===== config.mk =====
export PLATFORM = sky130hd
export DESIGN_NAME = rpa_unit
export DESIGN_NICKNAME = d
export VERILOG_FILES = /design/src/rtl/rpa_pkg.sv /design/src/rtl/rpa_decode.sv /design/src/rtl/rpa_pair_mux.sv /design/src/rtl/rpa_alu16.sv /design/src/rtl/rpa_unit.sv
export SDC_FILE = /design/constraint.sdc
export NUM_CORES = 1
export LEC_CHECK = 0
export BUFFER_PORTS_ARGS = -buffer_cell sky130_fd_sc_hd__buf_2
export CORE_MARGIN = 1.5
export CORE_UTILIZATION = 53
export CTS_CLUSTER_DIAMETER = 120
export CTS_CLUSTER_SIZE = 12
export DETAILED_ROUTE_END_ITERATION = 16
export GPL_ROUTABILITY_DRIVEN = 1
export HOLD_SLACK_MARGIN = 0.15
export PLACE_DENSITY = 0.84
export SETUP_SLACK_MARGIN = 0.3
export SYNTH_ARGS = -nofsm -noshare
export SYNTH_HDL_FRONTEND = slang
export SYNTH_SLANG_ARGS = --single-unit

===== constraint.sdc =====
create_clock -name clk -period 1.32 [get_ports clk]
set_input_delay 0 -clock clk [delete_from_list [all_inputs] [get_ports clk]]
set_output_delay 0 -clock clk [all_outputs]
set_load 0.005 [all_outputs]

===== src/rtl/rpa_pkg.sv =====
package rpa_pkg;

    typedef enum logic [1:0] {
        OPK_NONE = 2'd0,
        OPK_ADD  = 2'd1,
        OPK_INC  = 2'd2,
        OPK_DEC  = 2'd3
    } opkind_e;

    // flag byte bit positions
    localparam int FLG_C = 0;
    localparam int FLG_N = 1;
    localparam int FLG_H = 4;

    // opcode fields
    localparam logic [3:0] LO_ADD = 4'h9;
    localparam logic [3:0] LO_INC = 4'h3;
    localparam logic [3:0] LO_DEC = 4'hB;

    localparam int T_ADD  = 11;
    localparam int T_STEP = 6;

    localparam logic [1:0] IDX_HL = 2'd2;

endpackage


===== src/rtl/rpa_decode.sv =====
module rpa_decode
    import rpa_pkg::*;
#(
    parameter int OPW = 8,
    parameter int SW  = 2
) (
    input  logic [OPW-1:0] opcode,
    output opkind_e        kind,
    output logic [SW-1:0]  src_sel,
    output logic [SW-1:0]  dst_sel
);
    localparam int HI_LSB = 4 + SW;

    logic upper_clear;

    always_comb begin
        upper_clear = (opcode[OPW-1:HI_LSB] == '0);
        src_sel     = opcode[HI_LSB-1:4];
        kind        = OPK_NONE;
        if (upper_clear) begin
            unique case (opcode[3:0])
                LO_ADD:  kind = OPK_ADD;
                LO_INC:  kind = OPK_INC;
                LO_DEC:  kind = OPK_DEC;
                default: kind = OPK_NONE;
            endcase
        end
        dst_sel = (kind == OPK_ADD) ? SW'(IDX_HL) : src_sel;
    end

endmodule


===== src/rtl/rpa_pair_mux.sv =====
module rpa_pair_mux #(
    parameter int W  = 16,
    parameter int NP = 4,
    parameter int SW = $clog2(NP)
) (
    input  logic [NP*W-1:0] pairs_flat,
    input  logic [SW-1:0]   sel,
    output logic [W-1:0]    value
);
    logic [W-1:0] bank [NP];

    for (genvar g = 0; g < NP; g++) begin : g_split
        assign bank[g] = pairs_flat[g*W +: W];
    end

    assign value = bank[sel];

endmodule


===== src/rtl/rpa_alu16.sv =====
module rpa_alu16
    import rpa_pkg::*;
#(
    parameter int W    = 16,
    parameter int FW   = 8,
    parameter int TW   = 5,
    parameter int HBIT = 11
) (
    input  opkind_e        kind,
    input  logic [W-1:0]   hl,
    input  logic [W-1:0]   src,
    input  logic [FW-1:0]  flags_in,
    output logic [W-1:0]   value,
    output logic [FW-1:0]  flags_out,
    output logic [TW-1:0]  tstates
);
    localparam int LW = HBIT + 1;

    logic [W:0]  full_sum;
    logic [LW:0] low_sum;

    always_comb begin
        full_sum  = {1'b0, hl} + {1'b0, src};
        low_sum   = {1'b0, hl[LW-1:0]} + {1'b0, src[LW-1:0]};
        value     = '0;
        flags_out = flags_in;
        tstates   = '0;
        unique case (kind)
            OPK_ADD: begin
                value            = full_sum[W-1:0];
                flags_out[FLG_C] = full_sum[W];
                flags_out[FLG_H] = low_sum[LW];
                flags_out[FLG_N] = 1'b0;
                tstates          = TW'(T_ADD);
            end
            OPK_INC: begin
                value   = src + W'(1);
                tstates = TW'(T_STEP);
            end
            OPK_DEC: begin
                value   = src - W'(1);
                tstates = TW'(T_STEP);
            end
            default: begin
                value     = '0;
                flags_out = flags_in;
                tstates   = '0;
            end
        endcase
    end

endmodule


===== src/rtl/rpa_unit.sv =====
module rpa_unit
    import rpa_pkg::*;
#(
    parameter int W  = 16,
    parameter int FW = 8,
    parameter int TW = 5
) (
    input  logic          clk,
    input  logic          rst_n,
    input  logic [7:0]    opcode,
    input  logic [W-1:0]  pair_bc,
    input  logic [W-1:0]  pair_de,
    input  logic [W-1:0]  pair_hl,
    input  logic [W-1:0]  pair_sp,
    input  logic [FW-1:0] flags_in,
    output logic          res_valid,
    output logic [1:0]    res_sel,
    output logic [W-1:0]  res_value,
    output logic [FW-1:0] flags_out,
    output logic [TW-1:0] tstates
);
    localparam int NP = 4;
    localparam int SW = 2;

    opkind_e       kind;
    logic [SW-1:0] src_sel;
    logic [SW-1:0] dst_sel;
    logic [W-1:0]  src_val;
    logic [W-1:0]  nxt_value;
    logic [FW-1:0] nxt_flags;
    logic [TW-1:0] nxt_t;

    rpa_decode #(.OPW(8), .SW(SW)) i_dec (
        .opcode  (opcode),
        .kind    (kind),
        .src_sel (src_sel),
        .dst_sel (dst_sel)
    );

    rpa_pair_mux #(.W(W), .NP(NP), .SW(SW)) i_mux (
        .pairs_flat ({pair_sp, pair_hl, pair_de, pair_bc}),
        .sel        (src_sel),
        .value      (src_val)
    );

    rpa_alu16 #(.W(W), .FW(FW), .TW(TW), .HBIT(11)) i_alu (
        .kind      (kind),
        .hl        (pair_hl),
        .src       (src_val),
        .flags_in  (flags_in),
        .value     (nxt_value),
        .flags_out (nxt_flags),
        .tstates   (nxt_t)
    );

    // result register
    always_ff @(posedge clk or negedge rst_n) begin
        if (!rst_n) begin
            res_valid <= 1'b0;
            res_sel   <= '0;
            res_value <= '0;
            flags_out <= '0;
            tstates   <= '0;
        end else begin
            res_valid <= (kind != OPK_NONE);
            res_sel   <= (kind != OPK_NONE) ? dst_sel : '0;
            res_value <= nxt_value;
            flags_out <= nxt_flags;
            tstates   <= nxt_t;
        end
    end

    // an unhandled opcode leaves the flags alone and reports nothing
    p_unhandled_r6: assert property (@(posedge clk) disable iff (!rst_n)
        (opcode[7:6] != 2'b00) |=> (!res_valid && tstates == '0
                                    && flags_out == $past(flags_in)));

    // the step operations keep every flag bit
    p_step_flags_r5: assert property (@(posedge clk) disable iff (!rst_n)
        (opcode[7:6] == 2'b00 && opcode[2:0] == 3'b011)
            |=> (flags_out == $past(flags_in) && tstates == TW'(T_STEP)));

    // the add leaves the five untouched flag bits and clears subtract
    p_add_flags_r3: assert property (@(posedge clk) disable iff (!rst_n)
        (opcode[7:6] == 2'b00 && opcode[3:0] == LO_ADD)
            |=> ((flags_out & 8'hEC) == ($past(flags_in) & 8'hEC)
                 && !flags_out[FLG_N] && res_sel == IDX_HL));

    // the add cost
    p_add_cost_r6: assert property (@(posedge clk) disable iff (!rst_n)
        (opcode == 8'h09) |=> (tstates == TW'(T_ADD) && res_valid));

    // stepping BC up from all ones wraps to zero
    p_inc_wrap_r4: assert property (@(posedge clk) disable iff (!rst_n)
        (opcode == 8'h03 && pair_bc == '1) |=> (res_value == '0));

    // stepping DE down from zero wraps to all ones
    p_dec_wrap_r4: assert property (@(posedge clk) disable iff (!rst_n)
        (opcode == 8'h1B && pair_de == '0) |=> (res_value == '1));

endmodule


==> results of run 1 <==
[cells in the mapped netlist (2+ instances only)]
library cell  count  area share
a21o_1            8       0.021
nand2_1          21       0.028
o21a_1            3      0.0080
a211oi_1          2      0.0053
a31oi_1           5       0.011
or3_1             3      0.0067
mux4_2           15        0.12
nor2_1           13       0.017
nor4b_1           2      0.0062
and2_1            2      0.0044
o211ai_1          2      0.0053
and3_1            4      0.0089
dfrtp_1          29        0.26
a221oi_1          2      0.0062
o21ai_0          18       0.032
clkbuf_1          3      0.0040
buf_6             2      0.0080
a22oi_1           2      0.0053
o21ai_1           3      0.0053
xor2_1           13       0.040
fa_1              2       0.014
nor3_1            4      0.0071
a21oi_1          21       0.037
nand2b_1          2      0.0044
o22ai_1          10       0.022
xnor2_1          20       0.062
nand3_1           4      0.0071
buf_4             3      0.0080
inv_1            11       0.015
o31ai_1           2      0.0053
ha_1             28        0.12
[through the flow]
| step | area, um2 | hold slack, ns | setup TNS [ns] |
|---|---|---|---|
| after floorplan | 2950 | -0.296 | -15.19 |
| after detailed placement | 4340 | 0.0378 | -20.02 |
| after global placement | 4340 | 0.0327 | -18.84 |
[cell families after synthesis]
group,count (synthesis),synth area share
DFF,29,0.257
AOI/OAI and AO/OA,89,0.210
and+or+nand+nor,64,0.118
muxes,16,0.129
buffers and inverters,22,0.0395
other,1,0.00133
adders and majority gates,31,0.142
xor gates and xnor gates,33,0.102
==> results.txt, run 1 <==
Total CTS buffers: 5
Die height: 75.9 um
Synthesized net count: 397
Sequential fraction of the synthesis area: 0.257
EDFF count, synth: 0
Setup repair bufs after CTS: 18
Depth of the CTS H-tree: 2
Width of the die: 75.9 um
CTS max path bufs: 2
Number of clock sinks: 29
Post-place setup slack: -1.45 ns
I/O Buffers: 112
Post-cts gate resize count: 67
Placed Cells: 562
Number of unique standard cell types used by synthesis: 57
Post-Synthesis Cells: 285
Post-synth ARST share: 1.00
CTS Root Cell: clkbuf_8
Stop err: [ERROR DPL-0033] detailed placement checks failed during check placement.
Post-Syn Area: 2820 um2
# hold bufs at CTS: 11
FP Rows: 26
Synth warn: 0
Failed at: 4_1_cts
Synth Area per Inst: 9.90 um2
Synth Register Bits: 29
IO Pins: 114
Post-synth top flop: dfrtp_1
DPL Wire Length: 8270 um
RD Place Congestion: 1.03
Status: stopped before the end
Initial Util: 0.552
==> run 2: changes to the inputs <==
Settings changed: CORE_UTILIZATION 53 to 40, CTS_CLUSTER_DIAMETER 120 to default, CTS_CLUSTER_SIZE 12 to default, HOLD_SLACK_MARGIN 0.15 to default, PLACE_DENSITY 0.84 to default, PLACE_DENSITY_LB_ADDON from default to 0.15, SETUP_SLACK_MARGIN 0.3 to default.
==> run 2 against run 1 <==
Effect of this change:
- the flow now finishes, with violations (setup timing)
- area after synthesis did not move
- synthesized cell count did not move
==> results.txt, run 2 <==
Synth warn: 0
Pre-Repair DR Iteration Count: 4
Drt via density: 5.08
Total GRT Usage: 0.236
Fin. Hold Viols: 0
Die height: 87.0 um
Fin crit period: 2.34 ns
Power share of the clock group: 0.215
Slew HR: 0.587
Crit path max-delay family: compound AO/OA/AOI/OAI gates
Global route overflow: 0
Max-cap violation count: 0
Worst EP arrival: 2.49 ns
Largest net degree at the start of global routing: 30
Final WL: 9180 um
FP Rows: 30
Post-Syn Area: 2820 um2
Fin Setup TNS: -13.68 ns
Critical-path maximum fanout: 6
Number of unique standard cell types used by synthesis: 57
Depth of the CTS H-tree: 2
Top flop regs: res_value: 16 flops, flags_out: 8 flops
Cell Chain, Critical Path: buf_6 -> or4b_4 -> nor2_4 -> buf_6 -> ha_4 -> buf_6 -> o211ai_1 -> a21oi_1 -> a31oi_1 -> o211ai_2 -> o31ai_2 -> xor2_1 -> o22ai_1
Min-delay src: opcode[1]
Top reg by flops: res_value
Top cells by area, synth: dfrtp_1 26%, ha_1 12%, mux4_2 12%
Wire length per cell: 14.6 um
VDD IR max: 0.368 mV
LEAKAGE: 2.53 nW
CTS max path bufs: 2
Sw frac: 0.329
Initial antenna violation count: 0
Total CTS buffers: 5
Post-place setup slack: -1.43 ns
Final #Nets: 642
Post-DP Area: 4420 um2
Setup WS post-layout: -1.02 ns
Area growth syn-to-layout: 79.3%
Core Region: 6790 um2
Width of the die: 87.0 um
Share of layout cells above drive strength 1: 0.606
Critical path's most frequent cell: buf_6
Post-Synthesis Cells: 285
Synth top area share: 0.257
DPL Wire Length: 7160 um
Vias in the first global route: 2945
Slowest CP cell: or4b_4
Antenna-violating nets left: 0
Pwr Density: 718 nW/um2
CTS tree: built
F_max: 428 MHz
Overall power: 0.00363 W
Largest area contributor in the netlist: dfrtp_1
Most frequent cell after synthesis: dfrtp_1
Post-synth top flop: dfrtp_1
Hold Crit Class: primary input to flip-flop
Post-synth top cells: 29 x dfrtp_1, 28 x ha_1, 21 x a21oi_1, 21 x nand2_1, 20 x xnor2_1
RD Place Congestion: 0.886
Sequential share of power: 0.254
Via count: 3187
Pint: 0.00244 W
RSZ-0062 raised after global routing: true
Setup violations, final: 17
CP Class: primary input to flip-flop
Fin area: 5060 um2
Final period util: 1.77
Synthesized net count: 397
Die area: 7560 um2
Worst setup SP type: primary input
IO Pins: 114
I/O Buffers: 112
DRC Markers: 0
Slew @ Worst Pin: 0.620 ns
Worst path max stage delay: 0.56 ns
Synth Register Bits: 29
Critical Path Source: opcode[7]
Failing checks: setup timing
Worst Path Buf+Inv: 3
Sequential fraction of the synthesis area: 0.257
First-pass GRT wire length: 13900 um
Max FFs per register: 16
Antenna diodes: 0
Post-synth ARST share: 1.00
Initial Util: 0.415
WP data required: 1.47 ns
CTS Root Cell: clkbuf_8
Fin. max-slew vios: 0
Synth Area per Inst: 9.90 um2
CP endpoint kind: flip-flop
Drt initial violations: 159
Comb pwr share: 0.531
Most frequent cells in the layout: 112 x buf_4, 109 x buf_2, 29 x dfrtp_1
EDFF count, synth: 0
Status: complete, but fails checks
Number of clock sinks: 29
Final core utilization: 0.744
Worst-path clk slew: 0.06 ns
Commonest non-fill, non-tap cell in the layout: buf_4
Switch Pwr: 0.00119 W
run 2: cell counts after synthesis:
Identical to the previous run, type by type.
run 2: area by class of cell:
type,count,area [um2]
clock buffers,7,96.3
clock inverters,1,5.00
fillers,497,1740
inverters,11,46.3
multi-input cells,234,2330
flip-flops and latches,29,726
well taps,96,120
repair buffers,249,1730
run 2: routing by layer:
metal | share of wire | GRT usage
met5 | 0 | 0
met4 | 0.0075 | 0.0440
met3 | 0.051 | 0.0303
met2 | 0.49 | 0.404
met1 | 0.46 | 0.320
run 2: timing repair:
action	CTS	global route
endpoints found under the setup margin	17	17
cloned	0	0
buffers inserted	9	14
pin swaps	31	42
resized for setup	41	28
endpoints found under the hold margin	37	0
hold buffers	9	0
run 2: tightest hold or removal path, cell delays in order:
cell and delay (ns):
buf_2 0.09, buf_4 0.13, nor2_1 0.05, nor2_1 0.07
run 2: kinds of logic after synthesis:
logic type / count (synthesis) / synth area share
AOI/OAI and AO/OA: 89 / 0.210
and+or+nand+nor: 64 / 0.118
other: 1 / 0.00133
DFF: 29 / 0.257
xor gates and xnor gates: 33 / 0.102
adders and majority gates: 31 / 0.142
buffers and inverters: 22 / 0.0395
muxes: 16 / 0.129
run 2: power groups by stage:
stage | Combinational (W) | Sequential [W] | Clock [W]
after detailed placement | 0.00164 | 0.000937 | 0
after floorplan | 0.000879 | 0.000942 | 0
final | 0.00193 | 0.000921 | 0.000780
after CTS | 0.00179 | 0.000921 | 0.000806
after global routing | 0.00208 | 0.000922 | 0.000857
after global placement | 0.00161 | 0.000937 | 0
run 2: worst paths after layout:
| kind | end | slack [ns] | cells past startpoint |
|---|---|---|---|
| worst max-delay path | res_value[13] | -1.02 | 13 |
| worst min-delay path | res_valid | 0.12 | 4 |
| max in group asynchronous | res_value[15] | 0.63 | 2 |
| min in group asynchronous | res_value[1] | 0.29 | 2 |
run 2: stage by stage:
step                      std cells  hold WS (ns)
after floorplan                 285        -0.296
final                           627         0.121
after global placement          596        0.0440
after CTS                       620         0.107
after global routing            627         0.132
after detailed placement        596        0.0487
(Power assumes the default switching activity.)
==> run 3: changes to the inputs <==
Settings changed: SETUP_SLACK_MARGIN from default to 0.3.
==> run 3 against run 2 <==
Effect of this change:
- the run still ends with setup timing left
- largest power group unchanged
- sequential cell count is the same
- non-clock buffer count is 6 lower
- final area is 3.3% lower
- maximum frequency grew 0.79%
- sequential share of layout area up 0.49 points
- die area is the same
- cell count is 0.96% lower
- sequential power about the same
- count of clock-buffer cells in the layout shrank 2
- worst setup slack better by 0.018 ns
- global-route usage decreased by 0.93 points
==> results.txt, run 3 (same netlist as run 2, synthesis figures left out) <==
Largest net degree at the start of global routing: 30
Antenna-violating nets left: 0
Crit path max-delay family: simple AND/OR/NAND/NOR gates
CTS Root Cell: clkbuf_8
Worst setup SP type: primary input
Worst EP arrival: 2.47 ns
Vias in the first global route: 2943
Initial Util: 0.415
RD Place Congestion: 0.878
FP Rows: 30
Core Region: 6790 um2
Top reg by flops: res_value
RSZ-0062 raised after global routing: true
CP endpoint kind: flip-flop
Worst-path clk slew: 0.06 ns
Slowest CP cell: or4b_4
I/O Buffers: 112
Pwr Density: 707 nW/um2
Fin crit period: 2.32 ns
Initial antenna violation count: 0
DRC Markers: 0
Slew @ Worst Pin: 0.588 ns
Status: complete, but fails checks
Global route overflow: 0
IO Pins: 114
Max-cap violation count: 0
Depth of the CTS H-tree: 2
Fillcell total: 521
Final core utilization: 0.720
Fin Setup TNS: -13.88 ns
Most frequent cells in the layout: 109 x buf_2, 107 x buf_4, 29 x dfrtp_1
Share of layout cells above drive strength 1: 0.590
Die height: 87.0 um
Worst path max stage delay: 0.57 ns
CP Class: primary input to flip-flop
Max FFs per register: 16
First-pass GRT wire length: 13300 um
Failing checks: setup timing
Worst Path Buf+Inv: 3
VDD IR max: 0.357 mV
Total GRT Usage: 0.226
Pre-Repair DR Iteration Count: 4
Area growth syn-to-layout: 73.3%
Wire length per cell: 13.7 um
Width of the die: 87.0 um
CTS tree: built
Die area: 7560 um2
Cell Chain, Critical Path: buf_6 -> or4b_4 -> nor2_4 -> buf_6 -> ha_1 -> or4b_4 -> nand2_1 -> nand4_1 -> o211ai_2 -> buf_4 -> xnor2_1 -> o22ai_1
Fin. max-slew vios: 0
Hold Slack: 0.114 ns
Top flop regs: res_value: 16 flops, flags_out: 8 flops
Slew HR: 0.608
Drt initial violations: 158
LEAKAGE: 2.47 nW
Fin. Hold Viols: 0
F_max: 431 MHz
Setup violations, final: 17
WP data required: 1.48 ns
Final WL: 8490 um
Hold Crit Class: primary input to flip-flop
Final #Nets: 636
Overall power: 0.00346 W
Setup WS post-layout: -0.998 ns
Antenna diodes: 0
DPL Wire Length: 7110 um
Commonest non-fill, non-tap cell in the layout: buf_2
Final period util: 1.76
Total CTS buffers: 5
Number of clock sinks: 29
CTS max path bufs: 2
Via count: 3119
Critical-path maximum fanout: 5
Post-place setup slack: -1.38 ns
Drt via density: 5.02
==> run 3: path summary, 6_finish.rpt <==
path,start,to,slack (ns),cells after the start
max in group asynchronous,rst_n,res_value[13],0.68,2
min in group asynchronous,rst_n,res_value[2],0.25,2
worst max-delay path,opcode[2],res_value[11],-1.0,12
worst min-delay path,opcode[1],res_valid,0.11,4
==> run 3: power breakdown <==
part           internal, W  total (W)  switching (W)
Sequential        0.000915   0.000920     0.00000526
Clock             0.000362   0.000698       0.000336
Combinational      0.00101    0.00184       0.000829
Total              0.00229    0.00346        0.00117
==> run 3: final cells by class <==
type | instances | area (um2) | area share
Clock buffer | 5 | 68.8 | 0.0141
Clock inverter | 3 | 17.5 | 0.00358
Inverter | 11 | 46.3 | 0.00947
Multi-Input combinational cell | 234 | 2260 | 0.461
Sequential cell | 29 | 726 | 0.148
Tap cell | 96 | 120 | 0.0246
Timing Repair Buffer | 243 | 1650 | 0.338
==> run 3: routing by layer <==
layer / GRT usage / vias to the layer above / share of wire
li1: - / 1560 / -
met1: 0.309 / 1449 / 0.47
met2: 0.381 / 103 / 0.47
met3: 0.0209 / 7 / 0.045
met4: 0.0660 / 0 / 0.013
met5: 0 / - / 0
==> run 3: what timing repair did <==
| action | in CTS | in global routing |
|---|---|---|
| gates resized for setup | 28 | 30 |
| hold buffers | 9 | 0 |
| endpoints found under the setup margin | 17 | 17 |
| pin swaps | 17 | 19 |
| hold endpoints to repair | 37 | 0 |
| buffers inserted | 7 | 3 |
==> run 3: metrics by stage <==
step,area [um2],cells
2_1_floorplan,2950,285
3_3_place_gp,4390,594
3_5_place_dp,4390,594
4_1_cts,4720,618
5_1_grt,4890,621
6_report,4890,621
